===== src/rtl/sdram_ctrl_pkg.sv =====
package sdram_ctrl_pkg;
  localparam int BANK_W = 2;
  localparam int ROW_W  = 13;
  localparam int COL_W  = 9;
  localparam int HADR_W = BANK_W + ROW_W + COL_W;
  localparam int DATA_W = 16;
  localparam int BE_W   = DATA_W / 8;

  // {ras_n, cas_n, we_n}; NOP doubles as deselect
  typedef enum logic [2:0] {
    CMD_MRS = 3'b000,
    CMD_REF = 3'b001,
    CMD_PRE = 3'b010,
    CMD_ACT = 3'b011,
    CMD_WR  = 3'b100,
    CMD_RD  = 3'b101,
    CMD_NOP = 3'b111
  } cmd_e;

  typedef enum logic [2:0] {
    S_WAIT, S_IPRE, S_IREF1, S_IREF2, S_IMRS, S_IDLE, S_RW, S_CLOSE
  } state_e;

  typedef struct packed {
    logic [BANK_W-1:0] bank;
    logic [ROW_W-1:0]  row;
    logic [COL_W-1:0]  col;
  } haddr_t;

  function automatic int max2(int a, int b);
    return (a > b) ? a : b;
  endfunction
endpackage


===== src/rtl/sdram_delay.sv =====
module sdram_delay #(
  parameter int W       = 8,
  parameter int RST_VAL = 0
) (
  input  logic         clk_i,
  input  logic         rst_ni,
  input  logic         load_i,
  input  logic [W-1:0] val_i,
  output logic         done_o
);
  logic [W-1:0] cnt_q;

  always_ff @(posedge clk_i or negedge rst_ni) begin
    if (!rst_ni)             cnt_q <= W'(RST_VAL);
    else if (load_i)         cnt_q <= val_i;
    else if (cnt_q != '0)    cnt_q <= cnt_q - 1'b1;
  end

  assign done_o = (cnt_q == '0);

  // a new window only opens once the previous one has run out
  AST_LOAD_WHEN_DONE: assert property (@(posedge clk_i) disable iff (!rst_ni)
    load_i |-> done_o);
endmodule


===== src/rtl/sdram_ref_timer.sv =====
module sdram_ref_timer #(
  parameter int INTERVAL = 1040
) (
  input  logic clk_i,
  input  logic rst_ni,
  input  logic ack_i,
  output logic pend_o
);
  localparam int CW = $clog2(INTERVAL + 1);
  logic [CW-1:0] cnt_q;
  logic          wrap;

  assign wrap = (cnt_q == CW'(INTERVAL - 1));

  always_ff @(posedge clk_i or negedge rst_ni) begin
    if (!rst_ni) begin
      cnt_q  <= '0;
      pend_o <= 1'b0;
    end else begin
      cnt_q <= wrap ? '0 : cnt_q + 1'b1;
      if (wrap)       pend_o <= 1'b1;
      else if (ack_i) pend_o <= 1'b0;
    end
  end

  AST_REF_PEND_HOLD: assert property (@(posedge clk_i) disable iff (!rst_ni)
    pend_o && !ack_i |=> pend_o);
  AST_REF_ACK_PEND: assert property (@(posedge clk_i) disable iff (!rst_ni)
    ack_i |-> pend_o);
endmodule


===== src/rtl/sdram_rd_pipe.sv =====
module sdram_rd_pipe #(
  parameter int CAS_LAT = 2,
  parameter int DW      = 16
) (
  input  logic          clk_i,
  input  logic          rst_ni,
  input  logic          issue_i,
  input  logic [DW-1:0] dq_i,
  output logic          mask_now_o,
  output logic          rvalid_o,
  output logic [DW-1:0] rdata_o
);
  logic [CAS_LAT:0] sh_q;

  always_ff @(posedge clk_i or negedge rst_ni) begin
    if (!rst_ni) begin
      sh_q     <= '0;
      rvalid_o <= 1'b0;
      rdata_o  <= '0;
    end else begin
      sh_q     <= {sh_q[CAS_LAT-1:0], issue_i};
      rvalid_o <= sh_q[CAS_LAT];
      if (sh_q[CAS_LAT]) rdata_o <= dq_i;
    end
  end

  // read mask acts two cycles later than it is sampled
  generate
    if (CAS_LAT <= 2) begin : g_mask_cl2
      assign mask_now_o = issue_i;
    end else begin : g_mask_late
      assign mask_now_o = sh_q[CAS_LAT-3];
    end
  endgenerate

  AST_RVALID_SINGLE: assert property (@(posedge clk_i) disable iff (!rst_ni)
    rvalid_o |=> !rvalid_o);
  AST_NO_OVERLAP: assert property (@(posedge clk_i) disable iff (!rst_ni)
    issue_i |-> (sh_q == '0));
endmodule


===== src/rtl/sdram_ctrl.sv =====
module sdram_ctrl
  import sdram_ctrl_pkg::*;
#(
  parameter int CAS_LAT      = 2,
  parameter int T_INIT       = 2000,
  parameter int T_RP         = 3,
  parameter int T_RCD        = 3,
  parameter int T_RFC        = 9,
  parameter int T_MRD        = 2,
  parameter int T_WR         = 2,
  parameter int REF_INTERVAL = 1040
) (
  input  logic              clk_i,
  input  logic              rst_ni,
  input  logic              req_i,
  input  logic              we_i,
  input  logic              auto_pre_i,
  input  logic [HADR_W-1:0] addr_i,
  input  logic [DATA_W-1:0] wdata_i,
  input  logic [BE_W-1:0]   be_i,
  output logic              ready_o,
  output logic              rvalid_o,
  output logic [DATA_W-1:0] rdata_o,
  output logic              cke_o,
  output logic              cs_n_o,
  output logic              ras_n_o,
  output logic              cas_n_o,
  output logic              we_n_o,
  output logic [BANK_W-1:0] ba_o,
  output logic [ROW_W-1:0]  a_o,
  output logic [BE_W-1:0]   dqm_o,
  output logic [DATA_W-1:0] dq_o,
  output logic              dq_oe_o,
  input  logic [DATA_W-1:0] dq_i
);
  localparam int MAXD = max2(max2(T_INIT, T_RFC), max2(max2(T_RP, T_RCD),
                        max2(max2(T_MRD, T_WR + 1), CAS_LAT + 1)));
  localparam int TW   = $clog2(MAXD + 1);

  state_e            state_q, state_d, ret_q, ret_d;
  cmd_e              cmd_d;
  logic [BANK_W-1:0] ba_d;
  logic [ROW_W-1:0]  a_d;
  haddr_t            rq_q, req_addr;
  logic              rq_we_q, rq_ap_q;
  logic [DATA_W-1:0] rq_wdata_q;
  logic [BE_W-1:0]   rq_be_q;
  logic              tmr_load, tmr_done;
  logic [TW-1:0]     tmr_val;
  logic              ref_pend, ref_ack;
  logic              accept, rd_issue, rd_mask_now;

  assign req_addr = haddr_t'(addr_i);
  assign ready_o  = (state_q == S_IDLE) && !ref_pend;
  assign accept   = ready_o && req_i;
  assign rd_issue = (state_q == S_RW) && !rq_we_q;

  sdram_delay #(.W(TW), .RST_VAL(T_INIT - 1)) u_delay (
    .clk_i, .rst_ni, .load_i(tmr_load), .val_i(tmr_val), .done_o(tmr_done)
  );

  sdram_ref_timer #(.INTERVAL(REF_INTERVAL)) u_ref (
    .clk_i, .rst_ni, .ack_i(ref_ack), .pend_o(ref_pend)
  );

  sdram_rd_pipe #(.CAS_LAT(CAS_LAT), .DW(DATA_W)) u_rd (
    .clk_i, .rst_ni, .issue_i(rd_issue), .dq_i,
    .mask_now_o(rd_mask_now), .rvalid_o, .rdata_o
  );

  always_comb begin
    state_d  = state_q;
    ret_d    = ret_q;
    cmd_d    = CMD_NOP;
    ba_d     = '0;
    a_d      = '0;
    tmr_load = 1'b0;
    tmr_val  = '0;
    ref_ack  = 1'b0;
    unique case (state_q)
      S_WAIT: if (tmr_done) state_d = ret_q;
      S_IPRE: begin
        cmd_d = CMD_PRE; a_d[10] = 1'b1;
        tmr_load = 1'b1; tmr_val = TW'(T_RP - 2); state_d = S_WAIT; ret_d = S_IREF1;
      end
      S_IREF1: begin
        cmd_d = CMD_REF;
        tmr_load = 1'b1; tmr_val = TW'(T_RFC - 2); state_d = S_WAIT; ret_d = S_IREF2;
      end
      S_IREF2: begin
        cmd_d = CMD_REF;
        tmr_load = 1'b1; tmr_val = TW'(T_RFC - 2); state_d = S_WAIT; ret_d = S_IMRS;
      end
      S_IMRS: begin
        cmd_d = CMD_MRS; a_d[6:4] = 3'(CAS_LAT);
        tmr_load = 1'b1; tmr_val = TW'(T_MRD - 2); state_d = S_WAIT; ret_d = S_IDLE;
      end
      S_IDLE: begin
        if (ref_pend) begin
          cmd_d = CMD_REF; ref_ack = 1'b1;
          tmr_load = 1'b1; tmr_val = TW'(T_RFC - 2); state_d = S_WAIT; ret_d = S_IDLE;
        end else if (req_i) begin
          cmd_d = CMD_ACT; ba_d = req_addr.bank; a_d = req_addr.row;
          tmr_load = 1'b1; tmr_val = TW'(T_RCD - 2); state_d = S_WAIT; ret_d = S_RW;
        end
      end
      S_RW: begin
        cmd_d = rq_we_q ? CMD_WR : CMD_RD;
        ba_d  = rq_q.bank;
        a_d[COL_W-1:0] = rq_q.col;
        a_d[10] = rq_ap_q;
        tmr_load = 1'b1;
        tmr_val  = rq_we_q ? TW'(T_WR - 1) : TW'(CAS_LAT - 1);
        state_d  = S_WAIT; ret_d = S_CLOSE;
      end
      S_CLOSE: begin
        if (!rq_ap_q) begin
          cmd_d = CMD_PRE; ba_d = rq_q.bank;
        end
        tmr_load = 1'b1; tmr_val = TW'(T_RP - 2); state_d = S_WAIT; ret_d = S_IDLE;
      end
      default: state_d = S_WAIT;
    endcase
  end

  always_ff @(posedge clk_i or negedge rst_ni) begin
    if (!rst_ni) begin
      state_q    <= S_WAIT;
      ret_q      <= S_IPRE;
      cke_o      <= 1'b0;
      cs_n_o     <= 1'b1;
      {ras_n_o, cas_n_o, we_n_o} <= 3'b111;
      ba_o       <= '0;
      a_o        <= '0;
      dqm_o      <= '1;
      dq_o       <= '0;
      dq_oe_o    <= 1'b0;
      rq_q       <= '0;
      rq_we_q    <= 1'b0;
      rq_ap_q    <= 1'b0;
      rq_wdata_q <= '0;
      rq_be_q    <= '0;
    end else begin
      state_q <= state_d;
      ret_q   <= ret_d;
      cke_o   <= 1'b1;
      cs_n_o  <= (cmd_d == CMD_NOP);
      {ras_n_o, cas_n_o, we_n_o} <= cmd_d;
      ba_o    <= ba_d;
      a_o     <= a_d;
      dq_oe_o <= (state_q == S_RW) && rq_we_q;
      dq_o    <= rq_wdata_q;
      if (((state_q == S_RW) && rq_we_q) || rd_mask_now) dqm_o <= ~rq_be_q;
      else                                               dqm_o <= '1;
      if (accept) begin
        rq_q       <= req_addr;
        rq_we_q    <= we_i;
        rq_ap_q    <= auto_pre_i;
        rq_wdata_q <= wdata_i;
        rq_be_q    <= be_i;
      end
    end
  end

  AST_ACT_THEN_WAIT: assert property (@(posedge clk_i) disable iff (!rst_ni)
    (!cs_n_o && {ras_n_o, cas_n_o, we_n_o} == CMD_ACT) |=> cs_n_o);
  AST_OE_ONLY_WRITE: assert property (@(posedge clk_i) disable iff (!rst_ni)
    dq_oe_o |-> (!cs_n_o && {ras_n_o, cas_n_o, we_n_o} == CMD_WR));
  AST_WRITE_DRIVES: assert property (@(posedge clk_i) disable iff (!rst_ni)
    (!cs_n_o && {ras_n_o, cas_n_o, we_n_o} == CMD_WR) |-> dq_oe_o);
  AST_READY_DESEL: assert property (@(posedge clk_i) disable iff (!rst_ni)
    ready_o |-> cs_n_o);
  AST_REF_BLOCKS_REQ: assert property (@(posedge clk_i) disable iff (!rst_ni)
    ref_ack |-> !ready_o);
endmodule


===== config.mk =====
export PLATFORM = sky130hd
export DESIGN_NAME = sdram_ctrl
export DESIGN_NICKNAME = d
export VERILOG_FILES = /design/src/rtl/sdram_ctrl_pkg.sv /design/src/rtl/sdram_delay.sv /design/src/rtl/sdram_ref_timer.sv /design/src/rtl/sdram_rd_pipe.sv /design/src/rtl/sdram_ctrl.sv
export SDC_FILE = /design/constraint.sdc
export NUM_CORES = 1
export LEC_CHECK = 0
export BUFFER_PORTS_ARGS = -buffer_cell sky130_fd_sc_hd__buf_2
export CORE_MARGIN = 4
export CORE_UTILIZATION = 40
export DETAILED_ROUTE_END_ITERATION = 10
export PLACE_DENSITY_LB_ADDON = 0.3
export SYNTH_ARGS = -nofsm -noshare
export SYNTH_HDL_FRONTEND = slang
export SYNTH_SLANG_ARGS = --single-unit

===== constraint.sdc =====
create_clock -name clk_i -period 1.7 [get_ports clk_i]
set_input_delay 0.17 -clock clk_i [delete_from_list [all_inputs] [get_ports clk_i]]
set_output_delay 0.17 -clock clk_i [all_outputs]
set_load 0.02 [all_outputs]

==> impl_metrics.json, run 1 <==
{
  "hpwl_um": 6510,
  "max_cap_violations": 0,
  "clk_pin_slew_ns": 0.05,
  "cp_top_family": "flip-flops",
  "grt_max_degree": 48,
  "wl_per_cell_um": 15.0,
  "power_leakage_nw": 3.27,
  "cp-end-kind": "register",
  "vias": 3319,
  "tns_ns": -0.0329,
  "port_buffers": 119,
  "async_reset_ff_share_pct": 100,
  "die_x_um": 115,
  "cp.arrival_ns": 2.06,
  "first_global_vias": 3607,
  "violations": "negative setup slack",
  "clk_latency_ns": 0.40,
  "die_y_um": 115,
  "num_io_pins": 120,
  "drt-total-wl_um": 10400,
  "synth.area.mux_share_pct": 11.5,
  "h-tree-depth": 4,
  "final_nets": 602,
  "synth_top_family_by_area": "multiplexers",
  "avgSynthCellArea_um2": 13.8,
  "drt-pass1-iter-count": 4,
  "grt_pass1_wl_um": 16600,
  "power_frac_seq_pct": 41.4,
  "p_clk_share_pct": 42.4,
  "setup_viol": 1,
  "peakVddDrop_mv": 0.575,
  "rrSetupSlack_ns": -0.03,
  "path_buf_inv": 1,
  "fmax_mhz": 577,
  "grt_setup_unrepaired": "yes",
  "antenna_found_initial": 0,
  "synth-compound-area-share_pct": 8.68,
  "final.period_utilization_pct": 102,
  "track_usage_pct": 16.0,
  "ctsRootBufferMaster": "clkbuf_16",
  "area_growth_pct": 47.7,
  "synth_cell_types": 53,
  "synth-seq-area-share_pct": 65.2,
  "yosysWarnings": 0,
  "max_stage_delay_ns": 0.55,
  "drive_gt1_share_pct": 48.0,
  "antennaDiodeCount": 0,
  "netlist_area_um2": 4600,
  "rr_worst_depth": 6,
  "status": "finished with violations",
  "cts_tree": "yes",
  "holdPathEnd": "u_rd.rdata_o[7]",
  "initial_core_util_pct": 41.7,
  "rows": 38,
  "hold_viol": 0,
  "clock_path_buffers": 2,
  "p_comb_share_pct": 16.2,
  "crit_type": "reg -> reg",
  "slew_viol_final": 0,
  "crit_chain": "inv_2 > ha_4 > nor3b_4 > a31o_1 > or3_4 > a21oi_2",
  "worst_path_max_delay_cell": "dfstp_2",
  "drtIter0Drc": 169,
  "synth_edf_count": 0,
  "gp_congestion": 0.730,
  "drc": 0,
  "p_int_mw": 6.29,
  "worst_clock_skew_ns": 0.00765,
  "postRouteAntennaNets": 0,
  "synth-adder-area-share_pct": 0.544,
  "overflow": 0,
  "utilization_pct": 61.6,
  "final_common_cell": "buf_2",
  "synth.ff_latch_count": 119,
  "cts_buffers": 17,
  "r2r-end": "u_delay.cnt_q[7]",
  "cp-start-kind": "register",
  "cts.sinks": 119,
  "ys.flop_type": "dfrtp_1",
  "switching_share_pct": 25.3,
  "layout_setup_ws_ns": -0.0329,
  "hold_path_class": "in -> reg",
  "layout_common_cells": "buf_2 (117), dfrtp_1 (103), dlygate4sd3_1 (55), mux2_2 (47), buf_4 (22)",
  "synth_fp_nets": 399,
  "p_per_area_nw_per_um2": 1240,
  "worstPathRequired_ns": 2.03,
  "reg2reg_from": "u_delay.cnt_q[0]",
  "hold_path_startpoint": "dq_i[7]",
  "p_switching_mw": 2.14,
  "period_needed_ns": 1.73,
  "core_um2": 11000,
  "dieArea_um2": 13300,
  "worstHoldPathCells": 2,
  "synthCells": 334,
  "synth-simple-area-share_pct": 9.69,
  "post_drt_via_cell_ratio": 4.81,
  "crit_path_max_fanout": 6,
  "synthXorXnorAreaFrac_pct": 2.29
}
power by group through the flow:
stage | logic (mW) | clock network (mW) | registers (mW)
6_report | 1.37 | 3.58 | 3.49
3_5_place_dp | 1.20 | 0 | 3.51
4_1_cts | 1.35 | 3.66 | 3.46
5_1_grt | 1.52 | 3.81 | 3.53
3_3_place_gp | 1.16 | 0 | 3.49
2_1_floorplan | 0.685 | 0 | 3.57
sequential cells by signal, summed over array words and instances (netlist names), 3 cells and up:
register	count
a_o	13
dq_o	16
ret_q	3
rq_q	11
rq_wdata_q	16
state_q	3
u_delay.cnt_q	11
u_rd.rdata_o	16
u_rd.sh_q	3
u_ref.cnt_q	11
Yosys cell counts (all sizes together) (5+ instances only):
| master | n | share of area [%] |
|---|---|---|
| or3 | 5 | 0.71 |
| a22o | 11 | 2.1 |
| nand2b | 6 | 0.82 |
| a21oi | 14 | 1.5 |
| dfrtp | 103 | 56 |
| nand3 | 5 | 0.54 |
| xnor2 | 7 | 1.3 |
| o21ai | 7 | 0.76 |
| and3 | 6 | 0.82 |
| o31ai | 5 | 0.82 |
| mux2 | 47 | 12 |
| nand2 | 13 | 1.1 |
| inv | 5 | 0.41 |
| xor2 | 5 | 0.95 |
| buf | 8 | 0.95 |
| clkbuf | 8 | 0.65 |
| and2 | 5 | 0.68 |
| dfstp | 16 | 9.1 |
| nor2 | 15 | 1.3 |
cell families after synthesis:
family / after synthesis
other: 1
flip-flops: 119
AO/OA/AOI/OAI: 56
adder cells (fa/ha/maj): 2
multiplexers: 47
AND/OR/NAND/NOR: 76
XOR/XNOR: 12
buffers and inverters: 21
worst max-delay path by stage:
stage / start / end / slack (ns) / cells after the start
after global placement: u_delay.cnt_q[1] / u_delay.cnt_q[7] / 0.01 / 6
after global routing: u_delay.cnt_q[0] / u_delay.cnt_q[7] / -0.10 / 6
after detailed placement: u_delay.cnt_q[1] / u_delay.cnt_q[7] / -0.10 / 6
after CTS: u_delay.cnt_q[0] / u_delay.cnt_q[7] / -0.04 / 6
final: u_delay.cnt_q[0] / u_delay.cnt_q[7] / -0.03 / 6
after floorplan: u_delay.cnt_q[0] / u_delay.cnt_q[4] / 0.001 / 7
metrics by stage:
| step | total power, mW | instance area (µm²) | worst slack [ns] | hold WS [ns] | std cells |
|---|---|---|---|---|---|
| 6_report | 8.43 | 6790 | -0.0329 | 0.0124 | 690 |
| 5_1_grt | 8.86 | 6790 | -0.103 | 0.0107 | 690 |
| 4_1_cts | 8.47 | 6700 | -0.0400 | 0.00277 | 686 |
| 3_5_place_dp | 4.71 | 5510 | -0.100 | 0.154 | 597 |
| 3_3_place_gp | 4.65 | 5510 | 0.0148 | 0.158 | 597 |
| 2_1_floorplan | 4.25 | 4620 | 0.00131 | -0.126 | 334 |
layer usage:
metal | share of wire [%] | track usage (%) | vias to the layer above
li1 | - | - | 1596
met1 | 43 | 19.2 | 1595
met2 | 49 | 26.6 | 112
met3 | 6.9 | 5.79 | 16
met4 | 1.0 | 5.56 | 0
met5 | 0 | 0 | -
final cells by class:
type	instances	area, µm²
Fill cell	844	4240
Sequential cell	119	3000
Multi-Input combinational cell	194	1580
Timing Repair Buffer	200	1400
Clock buffer	22	494
Tap cell	140	175
Clock inverter	10	119
Inverter	5	18.8
timing repair:
action | 4_1_cts | 5_1_grt
setup buffers | 2 | 1
cloned | 0 | 3
hold buffers | 55 | 0
gates resized for setup | 3 | 12
endpoints found under the hold margin | 81 | 0
pin swaps | 3 | 2
setup endpoints to repair | 3 | 13
Note: power is estimated with default switching activity, not from simulation.
==> run 2, diff against run 1 <==
--- a/config.mk
+++ b/config.mk
@@ -10,6 +10,8 @@
 export CORE_UTILIZATION = 40
 export DETAILED_ROUTE_END_ITERATION = 10
 export PLACE_DENSITY_LB_ADDON = 0.3
+export SETUP_SLACK_MARGIN = 0.2
+export SLEW_MARGIN = 30
 export SYNTH_ARGS = -nofsm -noshare
 export SYNTH_HDL_FRONTEND = slang
 export SYNTH_SLANG_ARGS = --single-unit
==> impl_metrics.json, run 2 (same netlist as run 1, synthesis figures left out) <==
{
  "crit_type": "reg -> reg",
  "p_switching_mw": 2.40,
  "drtIter0Drc": 180,
  "track_usage_pct": 17.4,
  "setup_viol": 3,
  "post_dp_cell_area_um2": 5560,
  "max-slew-margin-rel_pct": 59.9,
  "postRouteAntennaNets": 0,
  "rr_worst_depth": 6,
  "tns_ns": -0.0522,
  "hold_viol": 0,
  "grt_pass1_wl_um": 18000,
  "rows": 38,
  "rrSetupSlack_ns": -0.03,
  "drc": 0,
  "period_needed_ns": 1.73,
  "clock_path_buffers": 2,
  "first_global_vias": 3664,
  "p_comb_share_pct": 19.2,
  "utilization_pct": 67.1,
  "power_leakage_nw": 3.55,
  "worstPathRequired_ns": 2.03,
  "layout_setup_ws_ns": -0.0301,
  "p_int_mw": 6.67,
  "p_clk_share_pct": 42.2,
  "die_x_um": 115,
  "antenna_found_initial": 1,
  "drive_gt1_share_pct": 52.2,
  "final_nets": 627,
  "crit_path_end": "u_delay.cnt_q[0]",
  "area_growth_pct": 61.0,
  "cp-start-kind": "register",
  "vias": 3512,
  "cp-end-kind": "register",
  "hpwl_um": 6540,
  "wl_per_cell_um": 16.5,
  "place_inst": 594,
  "port_buffers": 119,
  "fillCellCount": 761,
  "top_regs": "dq_o: 16 flops, rq_wdata_q: 16 flops, u_rd.rdata_o: 16 flops",
  "num_io_pins": 120,
  "clk_latency_ns": 0.41,
  "cts_tree": "yes",
  "ctsRootBufferMaster": "clkbuf_16",
  "p_per_area_nw_per_um2": 1230,
  "fmax_mhz": 578,
  "grt_max_degree": 42,
  "die_y_um": 115,
  "initial_core_util_pct": 41.7,
  "max_cap_violations": 0,
  "switching_share_pct": 26.5,
  "worst_clock_skew_ns": 0.00951,
  "hold_path_class": "in -> reg",
  "post_drt_via_cell_ratio": 4.91,
  "core_um2": 11000,
  "drt-pass1-iter-count": 4,
  "crit_path_max_fanout": 6,
  "reg2reg_from": "u_delay.cnt_q[1]",
  "slew_viol_final": 0,
  "final_common_cell": "buf_2",
  "power_frac_seq_pct": 38.7,
  "design_area_um2": 7400,
  "final.period_utilization_pct": 102,
  "cts.sinks": 119,
  "peakVddDrop_mv": 0.673,
  "status": "finished with violations",
  "r2r-end": "u_delay.cnt_q[0]",
  "tightest_slew_ns": 0.601,
  "dieArea_um2": 13300,
  "drt-total-wl_um": 11800,
  "grt_setup_unrepaired": "yes",
  "gp_congestion": 0.802,
  "cp.arrival_ns": 2.06,
  "finalNonFillerCells": 716,
  "cts_buffers": 17,
  "startpoint": "u_delay.cnt_q[1]",
  "overflow": 0,
  "h-tree-depth": 4,
  "layout_common_cells": "buf_2 (118), dfrtp_1 (102), dlygate4sd3_1 (59), mux2_4 (31), buf_4 (20)",
  "clk_pin_slew_ns": 0.06,
  "violations": "negative setup slack"
}
==> run 2: cell type report <==
class                      instances  area (µm²)  area share [%]
clock inverter                    13         194            2.62
multi-input combinational        194        1800            24.3
clock buffer                      19         443            5.98
timing repair buffer             225        1770            23.9
antenna                            1        2.50          0.0338
tap                              140         175            2.37
sequential                       119        3000            40.5
inverter                           5        18.8           0.254
==> run 2: power groups by stage <==
| stage | clock network, mW | logic (mW) | registers, mW |
|---|---|---|---|
| after floorplan | 0 | 0.705 | 3.57 |
| after global placement | 0 | 1.21 | 3.48 |
| after detailed placement | 0 | 1.25 | 3.51 |
| after CTS | 3.90 | 1.53 | 3.48 |
| after global routing | 4.05 | 1.88 | 3.55 |
| final | 3.83 | 1.74 | 3.51 |
==> run 2: critical path: stages, from the launching register on <==
cell and delay (ns):
dfstp_2 0.38, inv_2 0.08, ha_4 0.15, nor3b_4 0.37, and3_4 0.32, xnor2_1 0.08
o32a_1 0.28
==> run 2: worst min-delay path by stage <==
stage                          to  slack, ns  cells after the start        from
finish                    ba_o[0]       0.05                      2  addr_i[22]
global route             rq_q[22]       0.04                      2  addr_i[22]
floorplan                  a_o[0]      -0.13                      0      rst_ni
CTS                       ba_o[0]     0.0007                      2  addr_i[22]
detailed placement        dq_o[3]       0.15                      1      rst_ni
global placement    rq_wdata_q[0]       0.15                      1      rst_ni
==> run 2: metrics by stage <==
step	hold slack (ns)	total power, mW	setup WS, ns
floorplan	-0.126	4.27	0.00131
global placement	0.151	4.69	-0.00674
detailed placement	0.151	4.76	-0.0592
CTS	0.000733	8.90	0.00910
global route	0.0379	9.47	-0.0799
finish	0.0493	9.07	-0.0301
==> run 2: per-layer routing <==
layer	global-route usage, %	routed length [µm]	up-vias
li1	-	-	1654
met1	21.3	4980	1735
met2	28.5	5990	117
met3	6.00	790	6
met4	6.42	66	0
met5	0	0	-
==> run 2: timing repair <==
item / 4_1_cts / 5_1_grt
pin swaps: 8 / 20
resized for setup: 25 / 51
buffers inserted: 13 / 12
hold endpoints to repair: 85 / 0
hold buffers: 59 / 0
gates cloned: 3 / 2
setup endpoints to repair: 47 / 69
